--- config.mk ---
export PLATFORM = sky130hd
export DESIGN_NAME = uart_baud_gen
export DESIGN_NICKNAME = d
export VERILOG_FILES = /design/src/rtl/uart_baud_pkg.sv /design/src/rtl/uart_baud_regs.sv /design/src/rtl/uart_baud_counter.sv /design/src/rtl/uart_baud_subdiv.sv /design/src/rtl/uart_baud_gen.sv
export SDC_FILE = /design/constraint.sdc
export NUM_CORES = 1
export LEC_CHECK = 0
export BUFFER_PORTS_ARGS = -buffer_cell sky130_fd_sc_hd__buf_2
export CAP_MARGIN = 20
export CORE_MARGIN = 4
export CORE_UTILIZATION = 50
export CTS_BUF_LIST = sky130_fd_sc_hd__clkbuf_16
export DETAILED_ROUTE_END_ITERATION = 8
export PLACE_DENSITY = 0.69
export SLEW_MARGIN = 20
export SYNTH_ARGS = -nofsm -noshare
export SYNTH_HDL_FRONTEND = slang
export SYNTH_SLANG_ARGS = --single-unit
--- constraint.sdc ---
create_clock -name clk -period 8.3 [get_ports clk]
set_input_delay 1.245 -clock clk [delete_from_list [all_inputs] [get_ports clk]]
set_output_delay 1.245 -clock clk [all_outputs]
set_load 0.05 [all_outputs]
--- src/rtl/uart_baud_pkg.sv ---
package uart_baud_pkg;

    localparam int DIV_W    = 16;
    localparam int OVS      = 16;
    localparam int ADDR_W   = 3;
    localparam int BYTE_W   = 8;

    localparam logic [ADDR_W-1:0] ADDR_DIV_LO   = 3'd0;
    localparam logic [ADDR_W-1:0] ADDR_DIV_HI   = 3'd1;
    localparam logic [ADDR_W-1:0] ADDR_LINE_CTL = 3'd3;

    typedef struct packed {
        logic [BYTE_W-1:0] hi;
        logic [BYTE_W-1:0] lo;
    } divisor_t;

    typedef struct packed {
        logic              latch_access;
        logic [BYTE_W-2:0] rest;
    } line_ctl_t;

    function automatic logic [DIV_W-1:0] div_value(divisor_t d);
        return {d.hi, d.lo};
    endfunction

endpackage

--- src/rtl/uart_baud_regs.sv ---
module uart_baud_regs
    import uart_baud_pkg::*;
(
    input  logic              clk,
    input  logic              rst,
    input  logic [ADDR_W-1:0] addr,
    input  logic              wr,
    input  logic [BYTE_W-1:0] wdata,
    output logic [BYTE_W-1:0] rdata,
    output divisor_t          divisor,
    output divisor_t          load_val,
    output logic              load,
    output logic              dl
);

    line_ctl_t line_ctl;
    logic      sel_lo;
    logic      sel_hi;

    assign dl = line_ctl.latch_access;

    always_comb begin
        sel_lo   = wr && dl && (addr == ADDR_DIV_LO);
        sel_hi   = wr && dl && (addr == ADDR_DIV_HI);
        load     = sel_lo || sel_hi;
        load_val = divisor;
        if (sel_lo) load_val.lo = wdata;
        if (sel_hi) load_val.hi = wdata;
    end

    always_ff @(posedge clk) begin
        if (rst) begin
            divisor  <= '0;
            line_ctl <= '0;
        end else begin
            if (load) divisor <= load_val;
            if (wr && addr == ADDR_LINE_CTL) line_ctl <= line_ctl_t'(wdata);
        end
    end

    always_comb begin
        rdata = '0;
        case (addr)
            ADDR_DIV_LO:   if (dl) rdata = divisor.lo;
            ADDR_DIV_HI:   if (dl) rdata = divisor.hi;
            ADDR_LINE_CTL: rdata = line_ctl;
            default:       rdata = '0;
        endcase
    end

endmodule

--- src/rtl/uart_baud_counter.sv ---
module uart_baud_counter #(
    parameter int DIV_W = 16
) (
    input  logic             clk,
    input  logic             rst,
    input  logic             load,
    input  logic [DIV_W-1:0] load_div,
    input  logic [DIV_W-1:0] div,
    output logic             tick
);

    localparam logic [DIV_W-1:0] ONE = DIV_W'(1);

    logic [DIV_W-1:0] cnt;

    always_ff @(posedge clk) begin
        if (rst) begin
            cnt <= '0;
        end else if (load) begin
            cnt <= load_div;
        end else if (div == '0) begin
            cnt <= '0;
        end else if (cnt <= ONE) begin
            cnt <= div;
        end else begin
            cnt <= cnt - ONE;
        end
    end

    assign tick = (cnt == ONE);

endmodule

--- src/rtl/uart_baud_subdiv.sv ---
module uart_baud_subdiv #(
    parameter int OVS = 16
) (
    input  logic clk,
    input  logic rst,
    input  logic load,
    input  logic tick_in,
    output logic tick_out
);

    generate
        if (OVS <= 1) begin : g_pass
            assign tick_out = tick_in;
        end else begin : g_div
            localparam int SUB_W = $clog2(OVS);
            localparam logic [SUB_W-1:0] LAST = SUB_W'(OVS - 1);

            logic [SUB_W-1:0] sub;

            always_ff @(posedge clk) begin
                if (rst || load) begin
                    sub <= '0;
                end else if (tick_in) begin
                    sub <= (sub == LAST) ? '0 : sub + SUB_W'(1);
                end
            end

            assign tick_out = tick_in && (sub == LAST);
        end
    endgenerate

endmodule

--- src/rtl/uart_baud_gen.sv ---
module uart_baud_gen
    import uart_baud_pkg::*;
(
    input  logic       clk,
    input  logic       rst,
    input  logic [2:0] host_addr,
    input  logic       host_wr,
    input  logic [7:0] host_wdata,
    output logic [7:0] host_rdata,
    output logic       tick16,
    output logic       tick1
);

    divisor_t          div_q;
    divisor_t          div_next;
    logic              load_q;
    logic              dl_q;
    logic [DIV_W-1:0]  divisor_q;

    assign divisor_q = div_value(div_q);

    uart_baud_regs u_regs (
        .clk      (clk),
        .rst      (rst),
        .addr     (host_addr),
        .wr       (host_wr),
        .wdata    (host_wdata),
        .rdata    (host_rdata),
        .divisor  (div_q),
        .load_val (div_next),
        .load     (load_q),
        .dl       (dl_q)
    );

    uart_baud_counter #(.DIV_W(DIV_W)) u_cnt (
        .clk      (clk),
        .rst      (rst),
        .load     (load_q),
        .load_div (div_value(div_next)),
        .div      (divisor_q),
        .tick     (tick16)
    );

    uart_baud_subdiv #(.OVS(OVS)) u_sub (
        .clk      (clk),
        .rst      (rst),
        .load     (load_q),
        .tick_in  (tick16),
        .tick_out (tick1)
    );

endmodule

==> metrics <==
startpoint types register; hold_buf cts 0; largest net degree at the start of global routing 31; total number of vias 2,091; GR Util All Layers 0.196; GP Congestion 0.854; leakage 0.974 nW; FF-to-FF setup slack around 5.4 ns; CTS tree built; Post-Syn Area 2360 um2; Stages on worst setup path 5; Iteration-0 DRC Markers 133; Hold Crit Class register to register; Worst path max stage delay 0.73 ns; yosys warns 0; CTS buffer count 5; share of the yosys chip area belonging to registers 0.374; clock buffer depth 2; share of layout cells above drive strength 1 0.122; die width between 70 and 80 um; drt first pass iters 4; worst-path fanout max 15; Clock Skews 0.00568 ns; Synthesized Nets 311; die area between 5000 and 6000 um2; worst reg2reg path depth 5; clk slew on worst S/H paths 0.06 ns; critical path class register to output port; final setup vio count 0; Worst EP required 7.05 ns; Initial Util 0.530; first-pass GRT wire length 9320 um; Fin. Hold Viols 0; number of remaining DRC errors 0; Worst EP arrival 2.89 ns; Clock Latency Late Sink about 0.28 ns; vias per cell 5.87; maximum vdd drop 125 uV; CP max stage cell or4_1; Hold Path Depth 2; Area Growth Syn to Fin 10.5%; DP Wirelength 4170 um; Root Driver clkbuf_16; number of diodes 0; CTS Sinks 44; setup repair bufs after CTS 0; Max Slew Vio Count 0; Worst Hold End u_regs.line_ctl[0]; hold_sp u_regs.line_ctl[0]; status completed; Final Critical Period slightly above 4 ns; CP top delay family simple AND/OR/NAND/NOR gates; Util after Layout 0.586; commonest cells after routing, fill and taps aside dfxtp_1, nand2_1, mux2i_1; fmax roughly 0.24 GHz; power per cell area around 160 nW/um2; Tot Pwr around 0.42 mW; Final nets 320; DR WL/cell 15.8 um; WHS ~0.46 ns; worst r2r dst u_sub.g_div.sub[3]; vias in the first global route between 2,000 and 2,500; setup TNS 0 ns; post-cts sizing count 0; port bufs 23; post-synthesis register bit count 44; CP Capture Type output port; Critical Path, Cell by Cell or4_4 -> or4_1 -> or3_1 -> inv_1 -> buf_2; Avg Inst Size Synth around 8 um2; IO Count 24; Distinct cells, synth 40; WP buf/inv 2; Routed WL 5620 um; RSZ-0062 raised after global routing no; Core Area between 4000 and 5000 um2; FF-to-FF Start u_cnt.cnt[4]; Die H 76.7 um; Antenna Nets Post-Route 0; GRT overflow 0; commonest non-fill, non-tap cell in the layout dfxtp_1; maxcap violations 0; Syn Inst Count 294; row cnt 24; H-Tree Depth 2; max_slew headroom 0.403; crit share post-route 0.499; worst slew pin tran 0.894 ns; antenna violations before repair 0
-- sequential cells by signal (all words and copies together) (netlist names) --
name / count
u_regs.dl: 1
u_cnt.cnt: 16
u_sub.g_div.sub: 4
u_regs.line_ctl: 7
u_regs.divisor: 16
-- cell families after synthesis --
logic type	share of synthesized area
compound gates	0.182
xor+xnor	0.0260
fa+ha+maj	0.0159
buf+inv	0.0456
flops	0.374
mux	0.127
simple gates	0.229
-- power by group --
group | switching (mW) | leakage (nW) | total [mW] | internal [mW]
registers | 0.000646 | 0.355 | 0.213 | 0.212
clock network | 0.0777 | 0.0710 | 0.187 | 0.109
logic | 0.0130 | 0.549 | 0.0205 | 0.00743
-- worst max-delay path by stage --
stage	startpoint	endpoint
finish	u_cnt.cnt[4]	tick16
global route	u_cnt.cnt[4]	tick16
CTS	u_cnt.cnt[4]	tick16
detailed placement	host_addr[0]	host_rdata[6]
global placement	host_addr[0]	host_rdata[6]
floorplan	host_addr[0]	host_rdata[1]
-- through the flow --
step	setup slack, ns	cell area, um2	std cells
CTS	4.16	2610	356
finish	4.16	2610	356
floorplan	3.74	2360	294
detailed placement	4.43	2470	348
global placement	4.46	2470	348
global route	4.05	2610	356
-- Yosys cell counts --
master,count,share of area
nand2b_1,5,0.013
o2bb2ai_1,6,0.022
buf_2,2,0.0042
o41ai_1,1,0.0037
nor4bb_1,1,0.0042
buf_1,3,0.0048
or2_2,4,0.011
nand3_1,12,0.025
or4_4,1,0.0048
o21ai_0,18,0.038
o31ai_1,2,0.0064
o211ai_1,1,0.0032
and3b_1,1,0.0037
or2_0,1,0.0027
xnor2_1,5,0.019
nor2b_1,3,0.0080
clkbuf_1,17,0.027
nand3b_1,1,0.0032
or4_1,4,0.013
nand2_1,42,0.067
a311o_1,1,0.0042
xor2_1,2,0.0074
nor2_1,20,0.032
o22ai_1,4,0.011
ha_1,3,0.016
mux2i_1,30,0.13
a21oi_1,27,0.057
o32a_1,1,0.0042
a21o_1,1,0.0032
or3_1,4,0.011
o32ai_1,4,0.015
o21a_1,1,0.0032
nor4_1,5,0.013
a211o_1,2,0.0074
dfxtp_1,44,0.37
and2_1,1,0.0027
nor3_1,6,0.013
a211oi_1,1,0.0032
inv_1,6,0.0096
nand4_1,1,0.0027
-- tightest hold or removal path: stages (launching register included) --
cell	delay [ns]
dfxtp_1	0.31
nand2_1	0.05
a21oi_1	0.05
-- layout make-up --
class	instances	area, um2
fill	417	1840
multi-input combinational	222	1380
sequential	44	881
clock buffer	5	125
timing repair buffer	24	123
tap	52	65.1
inverter	6	22.5
clock inverter	3	13.8
-- routing by layer --
| metal | vias up | GRT usage | wire length, um |
|---|---|---|---|
| li1 | 1061 | - | - |
| met1 | 956 | 0.251 | 2610 |
| met4 | 0 | 0.0870 | 107 |
| met5 | - | 0 | 0 |
| met3 | 11 | 0.0304 | 264 |
| met2 | 63 | 0.323 | 2640 |
(Power assumes the default switching activity.)
